==> src/rtl/xl_pkg.sv <==
package xl_pkg;
    typedef enum logic {
        XL_PASS   = 1'b0,
        XL_MAPPED = 1'b1
    } xl_mode_e;

    typedef struct packed {
        xl_mode_e mode;
    } xl_state_t;
endpackage

==> src/rtl/xl_win_decode.sv <==
module xl_win_decode #(
    parameter int OFF_W      = 12,
    parameter int PAGE_IDX_W = 4
) (
    input  logic                  io_area,
    input  logic [OFF_W-1:0]      offset,
    output logic                  hit,
    output logic [PAGE_IDX_W-1:0] idx
);
    localparam int TAG_W = OFF_W - PAGE_IDX_W;

    // window occupies the top 2**PAGE_IDX_W bytes of the I/O area
    always_comb begin
        hit = io_area && (offset[OFF_W-1:PAGE_IDX_W] == {TAG_W{1'b1}});
        idx = offset[PAGE_IDX_W-1:0];
    end
endmodule

==> src/rtl/xl_frame_file.sv <==
module xl_frame_file #(
    parameter int PAGE_IDX_W = 4,
    parameter int FRAME_W    = 8
) (
    input  logic                          clk,
    input  logic                          we,
    input  logic [PAGE_IDX_W-1:0]         widx,
    input  logic [FRAME_W-1:0]            wdata,
    input  logic [PAGE_IDX_W-1:0]         xl_idx,
    input  logic [PAGE_IDX_W-1:0]         rb_idx,
    output logic [FRAME_W-1:0]            xl_frame,
    output logic [FRAME_W-1:0]            rb_frame,
    output logic [(1<<PAGE_IDX_W)*FRAME_W-1:0] frames_flat
);
    localparam int NPAGE = 1 << PAGE_IDX_W;

    logic [FRAME_W-1:0] frame_d [NPAGE];
    logic [FRAME_W-1:0] frame_q [NPAGE];

    always_comb begin
        for (int i = 0; i < NPAGE; i++) begin
            frame_d[i] = frame_q[i];
            if (we && (widx == PAGE_IDX_W'(i))) begin
                frame_d[i] = wdata;
            end
        end
    end

    // contents deliberately kept across reset
    always_ff @(posedge clk) begin
        for (int i = 0; i < NPAGE; i++) begin
            frame_q[i] <= frame_d[i];
        end
    end

    always_comb begin
        xl_frame = frame_q[xl_idx];
        rb_frame = frame_q[rb_idx];
    end

    for (genvar g = 0; g < NPAGE; g++) begin : g_flat
        assign frames_flat[g*FRAME_W +: FRAME_W] = frame_q[g];
    end
endmodule

==> src/rtl/xl_addr_form.sv <==
module xl_addr_form #(
    parameter int VA_W    = 16,
    parameter int OFF_W   = 12,
    parameter int FRAME_W = 8,
    parameter int PA_W    = 20
) (
    input  logic               mapped,
    input  logic [VA_W-1:0]    cpu_addr,
    input  logic [FRAME_W-1:0] frame,
    output logic [PA_W-1:0]    phys_addr
);
    logic [PA_W-1:0] pass_addr;

    if (PA_W > VA_W) begin : g_ext
        assign pass_addr = {{(PA_W-VA_W){1'b0}}, cpu_addr};
    end else begin : g_same
        assign pass_addr = cpu_addr[PA_W-1:0];
    end

    always_comb begin
        if (mapped) begin
            phys_addr = {frame, cpu_addr[OFF_W-1:0]};
        end else begin
            phys_addr = pass_addr;
        end
    end
endmodule

==> src/rtl/page_xlate_unit.sv <==
module page_xlate_unit #(
    parameter int VA_W       = 16,
    parameter int PAGE_IDX_W = 4,
    parameter int FRAME_W    = 8
) (
    input  logic                                  clk,
    input  logic                                  rst_n,
    input  logic [VA_W-1:0]                       cpu_addr,
    input  logic                                  io_area,
    input  logic                                  wr_en,
    input  logic [FRAME_W-1:0]                    wr_data,
    output logic [FRAME_W-1:0]                    rd_data,
    output logic [VA_W-PAGE_IDX_W+FRAME_W-1:0]    phys_addr
);
    import xl_pkg::*;

    localparam int OFF_W = VA_W - PAGE_IDX_W;
    localparam int PA_W  = OFF_W + FRAME_W;
    localparam int NPAGE = 1 << PAGE_IDX_W;

    xl_state_t st_d, st_q;

    logic                    win_hit;
    logic [PAGE_IDX_W-1:0]   win_idx;
    logic                    win_we;
    logic [FRAME_W-1:0]      xl_frame;
    logic [FRAME_W-1:0]      rb_frame;
    logic [NPAGE*FRAME_W-1:0] frames_flat;
    logic                    mode_q;

    xl_win_decode #(
        .OFF_W      (OFF_W),
        .PAGE_IDX_W (PAGE_IDX_W)
    ) u_dec (
        .io_area (io_area),
        .offset  (cpu_addr[OFF_W-1:0]),
        .hit     (win_hit),
        .idx     (win_idx)
    );

    assign win_we = wr_en && win_hit;

    xl_frame_file #(
        .PAGE_IDX_W (PAGE_IDX_W),
        .FRAME_W    (FRAME_W)
    ) u_file (
        .clk         (clk),
        .we          (win_we),
        .widx        (win_idx),
        .wdata       (wr_data),
        .xl_idx      (cpu_addr[VA_W-1:OFF_W]),
        .rb_idx      (win_idx),
        .xl_frame    (xl_frame),
        .rb_frame    (rb_frame),
        .frames_flat (frames_flat)
    );

    always_comb begin
        st_d = st_q;
        if (win_we) begin
            st_d.mode = XL_MAPPED;
        end
    end

    always_ff @(posedge clk or negedge rst_n) begin
        if (!rst_n) begin
            st_q <= '{mode: XL_PASS};
        end else begin
            st_q <= st_d;
        end
    end

    assign mode_q = (st_q.mode == XL_MAPPED);

    xl_addr_form #(
        .VA_W    (VA_W),
        .OFF_W   (OFF_W),
        .FRAME_W (FRAME_W),
        .PA_W    (PA_W)
    ) u_form (
        .mapped    (mode_q),
        .cpu_addr  (cpu_addr),
        .frame     (xl_frame),
        .phys_addr (phys_addr)
    );

    always_comb begin
        rd_data = win_hit ? rb_frame : '0;
    end
endmodule

==> config.mk <==
export PLATFORM = sky130hd
export DESIGN_NAME = page_xlate_unit
export DESIGN_NICKNAME = d
export VERILOG_FILES = /design/src/rtl/xl_pkg.sv /design/src/rtl/xl_win_decode.sv /design/src/rtl/xl_frame_file.sv /design/src/rtl/xl_addr_form.sv /design/src/rtl/page_xlate_unit.sv
export SDC_FILE = /design/constraint.sdc
export NUM_CORES = 1
export LEC_CHECK = 0
export BUFFER_PORTS_ARGS = -buffer_cell sky130_fd_sc_hd__buf_2
export CAP_MARGIN = 20
export CORE_MARGIN = 2
export CORE_UTILIZATION = 60
export DETAILED_ROUTE_END_ITERATION = 10
export PLACE_DENSITY = 0.91
export SLEW_MARGIN = 15
export SYNTH_ARGS = -nofsm -noshare
export SYNTH_HDL_FRONTEND = slang
export SYNTH_SLANG_ARGS = --single-unit
==> constraint.sdc <==
create_clock -name clk -period 4.3 [get_ports clk]
set_input_delay 0.645 -clock clk [delete_from_list [all_inputs] [get_ports clk]]
set_output_delay 0.645 -clock clk [all_outputs]
set_load 0.01 [all_outputs]
==> impl_metrics.py <==
metrics = {
    "synthesis": {
        "ys_warn_count": 0,
        "synth_area_per_cell_um2": 19.3,
        "postSynthRegisterBits": 129,
        "syn_inst": 324,
        "post_synth_num_cell_types": 29,
        "synth_nets": 352,
        "netlist_area_um2": 6250,
        "synth-seq-area-share_pct": 61.9,
    },
    "route": {
        "initialDrtViolationCount": 497,
        "route.detailed.vias_per_inst": 6.96,
        "drt-pass1-iter-count": 5,
        "routed_wire_length_on_met2_um": 7950,
        "route.detailed.wl_per_inst_um": 28.7,
        "route.met3.wl_um": 1530,
        "wl_met1_um": 5370,
        "wl_um": 15200,
        "drc_errors": 0,
        "via_count": 3690,
        "antenna_left": 0,
        "highest_layer": "met4",
    },
    "sta": {
        "setup_violations": 0,
        "totalNegativeSetupSlack_ns": 0,
        "timing.max_slew.rel_slack_pct": 32.5,
        "clock.fmax_mhz": 299,
        "finalHoldViolations": 0,
        "worst_slew_pin_tran_ns": 1.01,
        "hold_slack_ns": 0.428,
        "drv_slew": 0,
        "rsz0062_at_grt": "no",
        "clock_skew_ns": 0,
        "share_of_the_clock_period_used_by_the_worst_path_after_layout_pct": 77.7,
        "min_period_ns": 3.34,
    },
    "cells_and_area": {
        "drive_gt1_share_pct": 42.6,
        "layout_commonest_cell": "sky130_fd_sc_hd__edfxtp_1",
        "flow.area_growth_from_synthesis_pct": 15.8,
        "final_nets": 409,
        "fin_area_um2": 7230,
        "finish.utilization_pct": 70.7,
        "insertedDiodeCount": 0,
        "final_cell_mix": "128 x sky130_fd_sc_hd__edfxtp_1, 55 x sky130_fd_sc_hd__buf_2, 54 x sky130_fd_sc_hd__mux4_2",
    },
    "setup_path": {
        "timing.critical_path.arrival_ns": 2.70,
        "worst_r2r_startpoint": "mode_q",
        "required_ns": 3.65,
        "slowest_stage": "sky130_fd_sc_hd__mux4_2",
        "setup.worst_path.end_class": "output pin",
        "cpPeakStageDelay_ns": 0.51,
        "critical_path.max_fanout": 18,
        "category_of_the_critical_setup_timing_path": "in -> out",
        "ordered_list_of_cells_on_the_worst_path": "buf_2, buf_12, mux4_2, nor2b_1, a211oi_1, a211oi_1, buf_2",
        "crit_path_launch_type": "primary input",
        "critPathLaunch": "cpu_addr[0]",
    },
    "clock_tree": {
        "cts_post_setup_buffers_inserted": 0,
        "clock_sinks": 129,
        "clk_pin_slew_ns": 0.06,
        "cts_tree": "built",
        "cts_root_buffer": "sky130_fd_sc_hd__clkbuf_8",
        "cts-root-to-sink-buffers": 2,
        "htreeDepth": 4,
        "clock_buffer_count_from_cts": 17,
        "clkLatencyLatePin_ns": 0.52,
    },
    "global_routing": {
        "global_route_wire_length_before_repair_um": 22800,
        "grt_start_max_net_pins": 41,
        "grt_antenna_before_repair": 0,
        "globalRoute.totalOverflow": 0,
        "track_usage_pct": 29.1,
        "via_count_of_the_first_global_routing_pass": 3759,
    },
    "die": {
        "die_w_um": 106,
        "start_util_pct": 61.1,
        "fp.dieArea_um2": 11200,
        "fp.dieH_um": 106,
        "boundary_pin_count": 56,
        "fp-row-count": 37,
        "core_area_um2": 10200,
    },
    "place": {
        "hpwl_um": 9530,
        "dpl_cell_area_um2": 6640,
        "numPortBuffers": 55,
        "gp_congestion": 0.832,
    },
    "power": {
        "power_leakage_nw": 2.47,
        "max-vdd-ir-drop_mv": 0.259,
        "power-per-cell-area_nw_per_um2": 412,
    },
    "flow_run": {
        "max_cap_violations": 0,
    },
    "min_path": {
        "min_path_type": "in -> async",
    },
    "run_status": {
        "status": "complete, no violations",
    },
}
state kept, by name, indices dropped and copies added, names as in the netlist:
register and count:
mode_q 1, u_file.frame_q 128
stage by stage:
stage	power, W	setup WS (ns)	std cells
after floorplan	0.00155	1.62	324
after global placement	0.00159	1.03	497
after detailed placement	0.00160	0.963	497
after CTS	0.00299	0.935	530
after global routing	0.00306	0.793	530
final	0.00298	0.960	530
logic make-up after synthesis:
logic type | after synthesis | share of synthesized area, %
flops | 129 | 61.9
compound gates | 28 | 3.06
mux | 89 | 27.7
buf+inv | 39 | 3.94
simple gates | 39 | 3.34
cell type report:
cell class | instances | area (um^2)
sequential | 129 | 3870
clock buffer | 18 | 418
timing repair buffer | 76 | 448
clock inverter | 14 | 166
tap | 136 | 170
multi-input combinational | 156 | 2160
inverter | 1 | 3.75
fill | 612 | 3000
worst max-delay path: cells and delay by family:
kind | cells | cell delay [ns]
buf+inv | 3 | 0.93
compound gates | 2 | 0.44
simple gates | 1 | 0.14
mux | 1 | 0.51
metal layers:
| layer | GRT usage, % | vias to the layer above |
|---|---|---|
| li1 | - | 1490 |
| met1 | 37.8 | 1889 |
| met2 | 49.1 | 278 |
| met3 | 6.87 | 33 |
| met4 | 10.2 | 0 |
| met5 | 0 | - |
report_power, final:
part | switching [W] | total (W) | internal (W)
Sequential | 0.00000207 | 0.00138 | 0.00138
Clock | 0.000527 | 0.00141 | 0.000879
Combinational | 0.000105 | 0.000193 | 0.0000884
Yosys cell counts:
master	n	area, um^2
sky130_fd_sc_hd__edfxtp_1	128	3840
sky130_fd_sc_hd__mux4_2	54	1220
sky130_fd_sc_hd__mux2i_1	21	210
sky130_fd_sc_hd__a211oi_1	16	120
sky130_fd_sc_hd__buf_4	16	120
sky130_fd_sc_hd__nor2_1	13	48.8
sky130_fd_sc_hd__buf_2	11	55.1
sky130_fd_sc_hd__mux4_1	10	263
sky130_fd_sc_hd__nor2b_1	8	50.1
sky130_fd_sc_hd__clkbuf_1	6	22.5
sky130_fd_sc_hd__a21oi_1	4	20.0
sky130_fd_sc_hd__mux2_2	4	45.0
sky130_fd_sc_hd__nor4_1	4	25.0
sky130_fd_sc_hd__o22ai_1	4	25.0
sky130_fd_sc_hd__a31oi_1	3	18.8
sky130_fd_sc_hd__buf_6	3	33.8
sky130_fd_sc_hd__nand2_1	3	11.3
sky130_fd_sc_hd__nand3_1	2	10.0
sky130_fd_sc_hd__nand3b_1	2	15.0
sky130_fd_sc_hd__or3_1	2	12.5
sky130_fd_sc_hd__or3b_1	2	17.5
sky130_fd_sc_hd__buf_1	1	3.75
sky130_fd_sc_hd__clkbuf_4	1	7.51
sky130_fd_sc_hd__dfrtp_1	1	25.0
sky130_fd_sc_hd__inv_1	1	3.75
sky130_fd_sc_hd__nand2b_1	1	6.26
sky130_fd_sc_hd__nand4_1	1	6.26
sky130_fd_sc_hd__o21bai_1	1	7.51
sky130_fd_sc_hd__or2_2	1	6.26
final timing paths:
kind | endpoint | slack [ns] | cells past startpoint
min in group clk | mode_q | 0.46 | 3
worst min register to register | mode_q | 0.86 | 1
worst max register to register | mode_q | 3.34 | 1
max in group asynchronous | mode_q | 3.78 | 2
worst max-delay path | rd_data[2] | 0.96 | 7
worst min-delay path | mode_q | 0.43 | 2
repair_timing:
action	in CTS	in global routing
setup endpoints to repair	0	0
endpoints found under the hold margin	1	0
hold buffers	1	0
gates resized for setup	0	0
No activity file was read; power rests on OpenSTA's default activity.
